**config.mk**
```make
export PLATFORM = sky130hd
export DESIGN_NAME = dc_recon_adder
export DESIGN_NICKNAME = d
export VERILOG_FILES = /design/src/rtl/dcadd_pkg.sv /design/src/rtl/dcadd_offset.sv /design/src/rtl/dcadd_lane_sat.sv /design/src/rtl/dcadd_walker.sv /design/src/rtl/dc_recon_adder.sv
export SDC_FILE = /design/constraint.sdc
export NUM_CORES = 1
export LEC_CHECK = 0
export ABC_AREA = 1
export BUFFER_PORTS_ARGS = -buffer_cell sky130_fd_sc_hd__buf_2
export CAP_MARGIN = 40
export CORE_ASPECT_RATIO = 1.25
export CORE_UTILIZATION = 35
export DETAILED_ROUTE_END_ITERATION = 16
export MAX_ROUTING_LAYER = met4
export PLACE_DENSITY_LB_ADDON = 0.1
export REMOVE_ABC_BUFFERS = 1
export SLEW_MARGIN = 10
export SYNTH_ARGS = -nofsm -noshare
export SYNTH_HDL_FRONTEND = slang
export SYNTH_SLANG_ARGS = --single-unit
```
**constraint.sdc**
```tcl
create_clock -name clk -period 4.1 [get_ports clk]
set_input_delay 0.41 -clock clk [delete_from_list [all_inputs] [get_ports clk]]
set_output_delay 0.41 -clock clk [all_outputs]
set_load 0.05 [all_outputs]
```
**src/rtl/dcadd_pkg.sv**
```systemverilog
`timescale 1ns/1ps
package dcadd_pkg;

    localparam int PIX_W   = 8;
    localparam int DC_W    = 16;
    localparam int OFS_W   = DC_W - 2;
    localparam int SUM_W   = OFS_W + 1;
    localparam int PIX_MAX = (1 << PIX_W) - 1;
    localparam int QUAD    = 4;

    typedef enum logic [1:0] {
        MODE_SINGLE      = 2'd0,
        MODE_LUMA_STRIP  = 2'd1,
        MODE_CHROMA_QUAD = 2'd2,
        MODE_SINGLE_ALT  = 2'd3
    } blk_mode_e;

    typedef enum logic [2:0] {
        ST_IDLE,
        ST_COEF,
        ST_OFS,
        ST_ROW,
        ST_DRAIN
    } walk_state_e;

    // Rounded DC offset: (dc + 4) >>> 3, computed one bit wider than dc.
    function automatic logic signed [OFS_W-1:0] dc_offset(input logic signed [DC_W-1:0] dc);
        logic signed [DC_W:0] biased;
        logic signed [DC_W:0] shifted;
        biased  = {dc[DC_W-1], dc} + (DC_W+1)'(4);
        shifted = biased >>> 3;
        return shifted[OFS_W-1:0];
    endfunction

    // Pixel plus signed offset, clamped to the unsigned pixel range.
    function automatic logic [PIX_W-1:0] sat_pixel(input logic [PIX_W-1:0] pix,
                                                   input logic signed [OFS_W-1:0] ofs);
        logic signed [SUM_W-1:0] sum;
        sum = $signed({{(SUM_W-PIX_W){1'b0}}, pix}) + $signed({ofs[OFS_W-1], ofs});
        if (sum[SUM_W-1])
            return '0;
        else if (sum > SUM_W'(PIX_MAX))
            return PIX_W'(PIX_MAX);
        else
            return sum[PIX_W-1:0];
    endfunction

    function automatic logic multi_block(input blk_mode_e m);
        return (m == MODE_LUMA_STRIP) || (m == MODE_CHROMA_QUAD);
    endfunction

endpackage

```
**src/rtl/dcadd_offset.sv**
```systemverilog
`timescale 1ns/1ps
module dcadd_offset
    import dcadd_pkg::*;
(
    input  logic                    clk,
    input  logic                    rst,
    input  logic                    load,
    input  logic [DC_W-1:0]         coef,
    output logic signed [OFS_W-1:0] ofs
);
    always_ff @(posedge clk) begin
        if (rst)
            ofs <= '0;
        else if (load)
            ofs <= dc_offset($signed(coef));
    end
endmodule

```
**src/rtl/dcadd_lane_sat.sv**
```systemverilog
`timescale 1ns/1ps
module dcadd_lane_sat
    import dcadd_pkg::*;
#(
    parameter int LANES = 4
) (
    input  logic [LANES*PIX_W-1:0]  pix_in,
    input  logic signed [OFS_W-1:0] ofs,
    output logic [LANES*PIX_W-1:0]  pix_out
);
    for (genvar g = 0; g < LANES; g++) begin : g_lane
        assign pix_out[g*PIX_W +: PIX_W] = sat_pixel(pix_in[g*PIX_W +: PIX_W], ofs);
    end
endmodule

```
**src/rtl/dcadd_walker.sv**
```systemverilog
`timescale 1ns/1ps
module dcadd_walker
    import dcadd_pkg::*;
#(
    parameter int AW      = 16,
    parameter int CW      = 10,
    parameter int BLK_DIM = 4
) (
    input  logic          clk,
    input  logic          rst,
    input  logic          start,
    input  logic [1:0]    mode,
    input  logic [AW-1:0] pix_base,
    input  logic [AW-1:0] pix_stride,
    input  logic [CW-1:0] coef_base,
    output logic          coef_rd_en,
    output logic          coef_clr_en,
    output logic [CW-1:0] coef_addr,
    output logic          ofs_load,
    output logic          rd_en,
    output logic [AW-1:0] rd_addr,
    output logic          done
);
    localparam int ROW_W     = (BLK_DIM > 1) ? $clog2(BLK_DIM) : 1;
    localparam int LAST_ROW  = BLK_DIM - 1;
    localparam int COEF_STEP = BLK_DIM * BLK_DIM;
    localparam int BLK_W     = $clog2(QUAD);

    walk_state_e          state;
    blk_mode_e            mode_q;
    logic [AW-1:0]        stride_q;
    logic [AW-1:0]        org0_q;
    logic [AW-1:0]        blk_org_q;
    logic [AW-1:0]        row_ptr_q;
    logic [CW-1:0]        coef_ptr_q;
    logic [ROW_W-1:0]     row_q;
    logic [BLK_W-1:0]     blk_q;
    logic                 done_q;
    logic                 last_blk;
    logic [AW-1:0]        next_org;

    assign last_blk = multi_block(mode_q) ? (blk_q == BLK_W'(QUAD-1)) : 1'b1;
    // Chroma: after the top pair, drop BLK_DIM rows back to the left column.
    assign next_org = (mode_q == MODE_CHROMA_QUAD && blk_q == BLK_W'(1))
                    ? org0_q + AW'(stride_q * AW'(BLK_DIM))
                    : blk_org_q + AW'(BLK_DIM);

    always_ff @(posedge clk) begin
        if (rst) begin
            state      <= ST_IDLE;
            mode_q     <= MODE_SINGLE;
            stride_q   <= '0;
            org0_q     <= '0;
            blk_org_q  <= '0;
            row_ptr_q  <= '0;
            coef_ptr_q <= '0;
            row_q      <= '0;
            blk_q      <= '0;
            done_q     <= 1'b0;
        end else begin
            done_q <= 1'b0;
            unique case (state)
                ST_IDLE: begin
                    if (start) begin
                        mode_q     <= blk_mode_e'(mode);
                        stride_q   <= pix_stride;
                        org0_q     <= pix_base;
                        blk_org_q  <= pix_base;
                        row_ptr_q  <= pix_base;
                        coef_ptr_q <= coef_base;
                        blk_q      <= '0;
                        state      <= ST_COEF;
                    end
                end
                ST_COEF: state <= ST_OFS;
                ST_OFS: begin
                    row_q <= '0;
                    state <= ST_ROW;
                end
                ST_ROW: begin
                    row_ptr_q <= row_ptr_q + stride_q;
                    row_q     <= row_q + ROW_W'(1);
                    if (row_q == ROW_W'(LAST_ROW))
                        state <= ST_DRAIN;
                end
                ST_DRAIN: begin
                    if (last_blk) begin
                        done_q <= 1'b1;
                        state  <= ST_IDLE;
                    end else begin
                        blk_org_q  <= next_org;
                        row_ptr_q  <= next_org;
                        coef_ptr_q <= coef_ptr_q + CW'(COEF_STEP);
                        blk_q      <= blk_q + BLK_W'(1);
                        state      <= ST_COEF;
                    end
                end
                default: state <= ST_IDLE;
            endcase
        end
    end

    assign coef_rd_en  = (state == ST_COEF);
    assign coef_clr_en = (state == ST_OFS);
    assign ofs_load    = (state == ST_OFS);
    assign coef_addr   = coef_ptr_q;
    assign rd_en       = (state == ST_ROW);
    assign rd_addr     = row_ptr_q;
    assign done        = done_q;
endmodule

```
**src/rtl/dc_recon_adder.sv**
```systemverilog
`timescale 1ns/1ps
module dc_recon_adder
    import dcadd_pkg::*;
#(
    parameter int AW      = 16,
    parameter int CW      = 10,
    parameter int BLK_DIM = 4
) (
    input  logic                     clk,
    input  logic                     rst,
    input  logic                     start,
    input  logic [1:0]               mode,
    input  logic [AW-1:0]            pix_base,
    input  logic [AW-1:0]            pix_stride,
    input  logic [CW-1:0]            coef_base,
    output logic                     pix_rd_en,
    output logic [AW-1:0]            pix_rd_addr,
    input  logic [BLK_DIM*PIX_W-1:0] pix_rd_data,
    output logic                     pix_wr_en,
    output logic [AW-1:0]            pix_wr_addr,
    output logic [BLK_DIM*PIX_W-1:0] pix_wr_data,
    output logic                     coef_rd_en,
    output logic [CW-1:0]            coef_addr,
    input  logic [DC_W-1:0]          coef_rd_data,
    output logic                     coef_clr_en,
    output logic                     done
);
    logic                    ofs_load;
    logic signed [OFS_W-1:0] ofs;
    logic                    wr_pend_q;
    logic [AW-1:0]           wr_addr_q;

    dcadd_walker #(.AW(AW), .CW(CW), .BLK_DIM(BLK_DIM)) u_walk (
        .clk        (clk),
        .rst        (rst),
        .start      (start),
        .mode       (mode),
        .pix_base   (pix_base),
        .pix_stride (pix_stride),
        .coef_base  (coef_base),
        .coef_rd_en (coef_rd_en),
        .coef_clr_en(coef_clr_en),
        .coef_addr  (coef_addr),
        .ofs_load   (ofs_load),
        .rd_en      (pix_rd_en),
        .rd_addr    (pix_rd_addr),
        .done       (done)
    );

    dcadd_offset u_ofs (
        .clk (clk),
        .rst (rst),
        .load(ofs_load),
        .coef(coef_rd_data),
        .ofs (ofs)
    );

    // Write stage trails the read stage by the memory's one-cycle latency.
    always_ff @(posedge clk) begin
        if (rst) begin
            wr_pend_q <= 1'b0;
            wr_addr_q <= '0;
        end else begin
            wr_pend_q <= pix_rd_en;
            wr_addr_q <= pix_rd_addr;
        end
    end

    dcadd_lane_sat #(.LANES(BLK_DIM)) u_sat (
        .pix_in (pix_rd_data),
        .ofs    (ofs),
        .pix_out(pix_wr_data)
    );

    assign pix_wr_en   = wr_pend_q;
    assign pix_wr_addr = wr_addr_q;
endmodule

```
==> results of run 1 <==
==> where the power goes <==
group | total, mW | internal (mW) | leakage (nW) | switching (mW)
Clock | 1.60 | 1.06 | 0.314 | 0.542
Sequential | 1.71 | 1.39 | 0.948 | 0.329
Combinational | 4.29 | 1.19 | 4.82 | 3.11
==> worst max path at each step <==
stage / cells past startpoint / slack [ns] / to / startpoint
3_3_place_gp: 11 / 0.97 / pix_wr_data[30] / u_ofs.ofs[0]
2_1_floorplan: 6 / 1.21 / u_walk.blk_org_q[2] / u_walk.state[0]
4_1_cts: 11 / 0.47 / pix_wr_data[0] / u_ofs.ofs[0]
6_report: 11 / 0.52 / pix_wr_data[0] / u_ofs.ofs[0]
3_5_place_dp: 11 / 0.94 / pix_wr_data[0] / u_ofs.ofs[0]
5_1_grt: 11 / 0.28 / pix_wr_data[7] / u_ofs.ofs[0]
==> synth_stat cells, types with 2 or more instances <==
library cell | instances | area share (%)
nor2_2 | 9 | 0.58
nand4_1 | 22 | 1.4
a21oi_1 | 140 | 7.3
o21bai_1 | 2 | 0.16
nor2_4 | 5 | 0.58
a21oi_2 | 5 | 0.45
clkbuf_1 | 27 | 1.1
ha_1 | 67 | 8.7
a41oi_1 | 4 | 0.36
nand3_1 | 169 | 8.8
xor2_1 | 25 | 2.3
o211ai_1 | 5 | 0.39
nand3b_1 | 3 | 0.23
inv_1 | 265 | 10
buf_2 | 9 | 0.47
inv_2 | 8 | 0.31
xnor2_1 | 15 | 1.4
nand2_2 | 5 | 0.32
o21ai_0 | 96 | 5.0
nor2_1 | 118 | 4.6
a31oi_1 | 4 | 0.26
nor3_1 | 15 | 0.78
nand2_1 | 420 | 16
nand2_4 | 2 | 0.23
o21ai_1 | 5 | 0.26
or2_2 | 8 | 0.52
buf_4 | 2 | 0.16
dfxtp_1 | 115 | 24
fa_1 | 6 | 1.2
buf_6 | 3 | 0.35
==> kinds of logic after synthesis <==
group / after synthesis / synth area share [%]
AND/OR/NAND/NOR: 780 / 34.89
buffers and inverters: 318 / 12.85
AO/OA/AOI/OAI: 267 / 14.75
flip-flops: 115 / 23.91
adder cells (fa/ha/maj): 73 / 9.955
XOR/XNOR: 40 / 3.639
==> state kept, by name, summed over array words and instances, names as in the netlist <==
name	count
pix_wr_addr	16
pix_wr_en	1
u_ofs.ofs	14
u_walk.blk_org_q	16
u_walk.blk_q	2
u_walk.coef_addr	10
u_walk.done	1
u_walk.mode_q	2
u_walk.org0_q	16
u_walk.rd_addr	16
u_walk.row_q	2
u_walk.state	3
u_walk.stride_q	16
==> cell usage in the layout (no fill, tap or decap), types with 15 or more instances in the layout <==
cell,instances
xnor2_1,15
clkbuf_16,17
nor3_1,15
nand3_1,168
nand4_1,22
nor2_1,118
ha_1,67
buf_2,171
a21oi_1,140
inv_1,264
dfxtp_1,115
nand2_1,420
xor2_1,25
o21ai_0,96
==> per-stage QoR <==
stage / setup WS [ns] / cells / hold slack, ns / cell area [um2]
after global placement: 0.9675 / 2073 / 0.4307 / 10770
after floorplan: 1.205 / 1550 / 0.4293 / 9424
final: 0.5239 / 2107 / 0.2494 / 11400
after CTS: 0.4721 / 2105 / 0.2292 / 11400
after detailed placement: 0.9447 / 2073 / 0.4392 / 10770
after global routing: 0.2754 / 2106 / 0.2447 / 11400
==> layer usage <==
metal / global-route usage, % / up-vias / share of wire (%)
met5: - / - / 0
met4: 9.246 / 0 / 3.1
met3: 2.805 / 45 / 3.8
met2: 42.82 / 214 / 53
met1: 24.27 / 4531 / 40
li1: - / 5424 / -
==> critical path, stage by stage, from the launching register on <==
cell     delay [ns]
dfxtp_1        0.59
ha_1           0.32
fa_1           0.32
nand2_1        0.08
nand3_1        0.09
nand3_1        0.13
nand2_1        0.14
nand2_1        0.08
o21ai_1        0.54
nand2_1        0.13
inv_1          0.07
buf_2          0.25
==> layout make-up <==
type / instances / share of cell area [%]
clock inverters: 10 / 1.350
multi-input cells: 1160 / 53.44
well taps: 345 / 3.786
flip-flops and latches: 115 / 20.19
diodes: 2 / 0.04389
repair buffers: 178 / 7.967
inverters: 275 / 9.064
clock buffers: 22 / 4.159
==> impl_metrics.json, run 1 <==
{
  "reg2reg_depth": 10,
  "drive_gt1_share_pct": 14.60,
  "h-tree-depth": 4,
  "antenna_found_initial": 1,
  "drc": 0,
  "path_class": "reg -> out",
  "cp-start-kind": "register",
  "cts.sinks": 115,
  "grtUsageTotal_pct": 23.11,
  "hp-class": "in -> reg",
  "cts_tree": "yes",
  "cts.clk_slew.worst_paths_ns": 0.06,
  "die_w_um": 150.3,
  "syn_inst": 1593,
  "globalplace.congestion": 0.9531,
  "synth-async-reset-ratio_pct": 0,
  "synth_area_um2": 9628,
  "cp.required_ns": 3.69,
  "min_period_ns": 3.576,
  "die_h_um": 187.4,
  "nNetsFinal": 1915,
  "irDropWorstVdd_mv": 0.2640,
  "yosysSeqAreaShare_pct": 23.91,
  "ys_ff_latch": 115,
  "clkLatencyLatePin_ns": 0.42,
  "hold_buffers": 0,
  "routed_via_density": 4.848,
  "hold_viol": 0,
  "overflow": 0,
  "cts.repair.resized": 0,
  "synth_ff_type": "dfxtp_1",
  "fp.dieArea_um2": 28180,
  "nFillCells": 2982,
  "grt_pass1_wl_mm": 48.93,
  "regArea_um2": 2302,
  "r2r_end": "u_walk.rd_addr[10]",
  "multi_input_area_um2": 6093,
  "worstHoldEndpoint": "u_walk.coef_addr[6]",
  "dr.pass1.iters": 5,
  "synth_edf_count": 0,
  "timing.reg2reg.setup_slack_ns": 1.61,
  "postCtsSetupRepairBufs": 0,
  "setup_viol": 0,
  "drt_iter0_markers": 396,
  "io_buffers": 171,
  "yosysWarnings": 0,
  "final_antenna_net_count": 0,
  "routed_wl_mm": 30.75,
  "syn_area_per_cell_um2": 6.044,
  "maxSlewViolCount": 0,
  "coreArea_um2": 26910,
  "numCtsBuffers": 17,
  "clockRootBuffer": "clkbuf_16",
  "hp-start": "coef_base[6]",
  "finalPower_mw": 7.611,
  "grt_max_degree": 77,
  "area_delta_synth_final_pct": 18.43,
  "r2r_start": "u_walk.blk_q[1]",
  "wl_per_cell_um": 14.60,
  "cts.path.max_buffers": 2,
  "worst_pin_slew_ns": 0.7565,
  "start_util_pct": 35.78,
  "postLayoutCoreUtil_pct": 42.37,
  "leakage_nw": 6.085,
  "cp.arrival_ns": 3.17,
  "vias": 10210,
  "cap_violations": 0,
  "tns_ns": 0,
  "io-pin-count": 174,
  "finClkSkew_ns": 0.009132,
  "timing.final.crit_share_pct": 87.22,
  "fmax_mhz": 279.6,
  "maxSlewHeadroom_pct": 49.49,
  "grt_pass1_vias": 9753,
  "end_kind": "primary output",
  "hold_depth": 3,
  "dp_hpwl_mm": 24.09,
  "cp_max_fo": 8,
  "ys_types": 44,
  "rows": 67,
  "run_status": "finished, final reports clean",
  "pwr_density_cell_nw_per_um2": 667.5,
  "rsz0062_at_grt": "no"
}
(Power assumes the default switching activity.)
==> run 2: changes to the inputs <==
RECOVER_POWER = 25   (was default)
==> impl_metrics.json, run 2 (synthesized netlist as in run 1, its figures left out) <==
{
  "run_status": "complete, but fails checks",
  "violations": "max-capacitance violations, max-slew violations",
  "cts.path.max_buffers": 2,
  "grt_pass1_wl_mm": 48.93,
  "final_cells": 2107,
  "die_h_um": 187.4,
  "r2r_end": "u_walk.rd_addr[10]",
  "worstHoldEndpoint": "u_walk.coef_addr[6]",
  "wl_per_cell_um": 14.64,
  "pwr_density_cell_nw_per_um2": 668.5,
  "crit_chain": "ha_1, fa_1, nand2_1, nand3_1, nand3_1, nand2_1, nand2_1, o21ai_1, nand2_1, inv_1, buf_2",
  "placedInstanceArea_um2": 10770,
  "cts.repair.resized": 0,
  "hold_viol": 0,
  "fmax_mhz": 279.4,
  "r2r_start": "u_walk.blk_q[1]",
  "cp-start-kind": "register",
  "die_w_um": 150.3,
  "vias": 10250,
  "leakage_nw": 5.956,
  "cp.required_ns": 3.69,
  "hold_buffers": 0,
  "overflow": 0,
  "grt_max_degree": 77,
  "io-pin-count": 174,
  "cpPeakStageDelay_ns": 0.59,
  "holdWs_ns": 0.2499,
  "cts.sinks": 115,
  "drc": 0,
  "antenna_found_initial": 1,
  "cts.clk_slew.worst_paths_ns": 0.05,
  "hp-class": "in -> reg",
  "coreArea_um2": 26910,
  "fp.dieArea_um2": 28180,
  "area_delta_synth_final_pct": 17.97,
  "layout_common_cells": "420 x nand2_1, 264 x inv_1, 168 x nand3_1, 140 x a21oi_1, 139 x buf_2",
  "cp_common_cell": "nand2_1",
  "path_class": "reg -> out",
  "drt_iter0_markers": 416,
  "wl_met2_mm": 16.24,
  "timing.final.crit_share_pct": 87.29,
  "finalPower_mw": 7.593,
  "top_layer": "met4",
  "hold_depth": 3,
  "layout_commonest_cell": "nand2_1",
  "start_util_pct": 35.78,
  "numCtsBuffers": 17,
  "p_int_mw": 3.614,
  "min_period_ns": 3.579,
  "setup_viol": 0,
  "seqPwrFrac_pct": 22.6,
  "routed_via_density": 4.864,
  "clockRootBuffer": "clkbuf_16",
  "clkLatencyLatePin_ns": 0.42,
  "tns_ns": 0,
  "h-tree-depth": 4,
  "grt_pass1_vias": 9753,
  "cp_max_fo": 8,
  "power_frac_comb_pct": 56.3,
  "timing.reg2reg.setup_slack_ns": 1.59,
  "end_kind": "primary output",
  "cp.arrival_ns": 3.17,
  "drive_gt1_share_pct": 12.73,
  "final_antenna_net_count": 0,
  "p_sw_mw": 3.978,
  "dp.cells": 2073,
  "finClkSkew_ns": 0.008131,
  "reg2reg_depth": 10,
  "cp_slowest_cell": "dfxtp_1",
  "final_cell_area_um2": 11360,
  "p_clk_share_pct": 21.1,
  "cts_tree": "yes",
  "hp-start": "coef_base[6]",
  "rsz0062_at_grt": "no",
  "nNetsFinal": 1915,
  "routed_wl_mm": 30.85,
  "maxSlewHeadroom_pct": -40.92,
  "swShare_pct": 52.40,
  "irDropWorstVdd_mv": 0.2640,
  "dp_hpwl_mm": 24.09,
  "worst_pin_slew_ns": 2.114,
  "io_buffers": 171,
  "dr.pass1.iters": 7,
  "route.met3.wl_mm": 1.268,
  "cap_violations": 1,
  "wl_met1_mm": 12.39,
  "rows": 67,
  "grtUsageTotal_pct": 23.11,
  "globalplace.congestion": 0.9531,
  "postCtsSetupRepairBufs": 0,
  "maxSlewViolCount": 41
}
## run 2: area by class of cell
class | instances | area, um2
clock buffer | 22 | 474.2
sequential | 115 | 2302
multi-input combinational | 1160 | 6093
timing repair buffer | 178 | 864.6
fill | 2999 | 15550
clock inverter | 10 | 153.9
inverter | 275 | 1033
tap | 345 | 431.7
antenna | 2 | 5.005
## run 2: worst max path at each step
stage                          from                  end  slack [ns]  cells after the start
CTS                    u_ofs.ofs[0]       pix_wr_data[0]        0.47                     11
global placement       u_ofs.ofs[0]      pix_wr_data[30]        0.97                     11
finish                 u_ofs.ofs[0]       pix_wr_data[0]        0.52                     11
detailed placement     u_ofs.ofs[0]       pix_wr_data[0]        0.94                     11
floorplan           u_walk.state[0]  u_walk.blk_org_q[2]        1.21                      6
global route           u_ofs.ofs[0]       pix_wr_data[7]        0.28                     11
## run 2: layer usage
layer | up-vias | global-route usage (%)
met5 | - | -
met4 | 0 | 9.246
met3 | 45 | 2.805
met2 | 218 | 42.82
met1 | 4561 | 24.27
li1 | 5425 | -
## run 2: metrics by stage
step | worst slack, ns | util (%)
2_1_floorplan | 1.205 | -
3_3_place_gp | 0.9675 | 40.02
3_5_place_dp | 0.9447 | 40.02
4_1_cts | 0.4721 | 42.35
5_1_grt | 0.2754 | 42.20
6_report | 0.5210 | 42.21
## run 2: critical path: cells and delay by family (launching register included)
kind | cells | cell delay (ns)
adders and majority gates | 2 | 0.64
AOI/OAI and AO/OA | 1 | 0.54
buffers and inverters | 2 | 0.32
DFF | 1 | 0.59
and+or+nand+nor | 6 | 0.66
## run 2: power groups by stage
stage / clock network (mW) / registers (mW) / logic (mW)
after global placement: 0 / 1.74 / 4.29
after floorplan: 0 / 2.00 / 2.96
after CTS: 1.64 / 1.72 / 4.33
after detailed placement: 0 / 1.74 / 4.32
after global routing: 1.69 / 1.76 / 4.75
final: 1.60 / 1.72 / 4.27
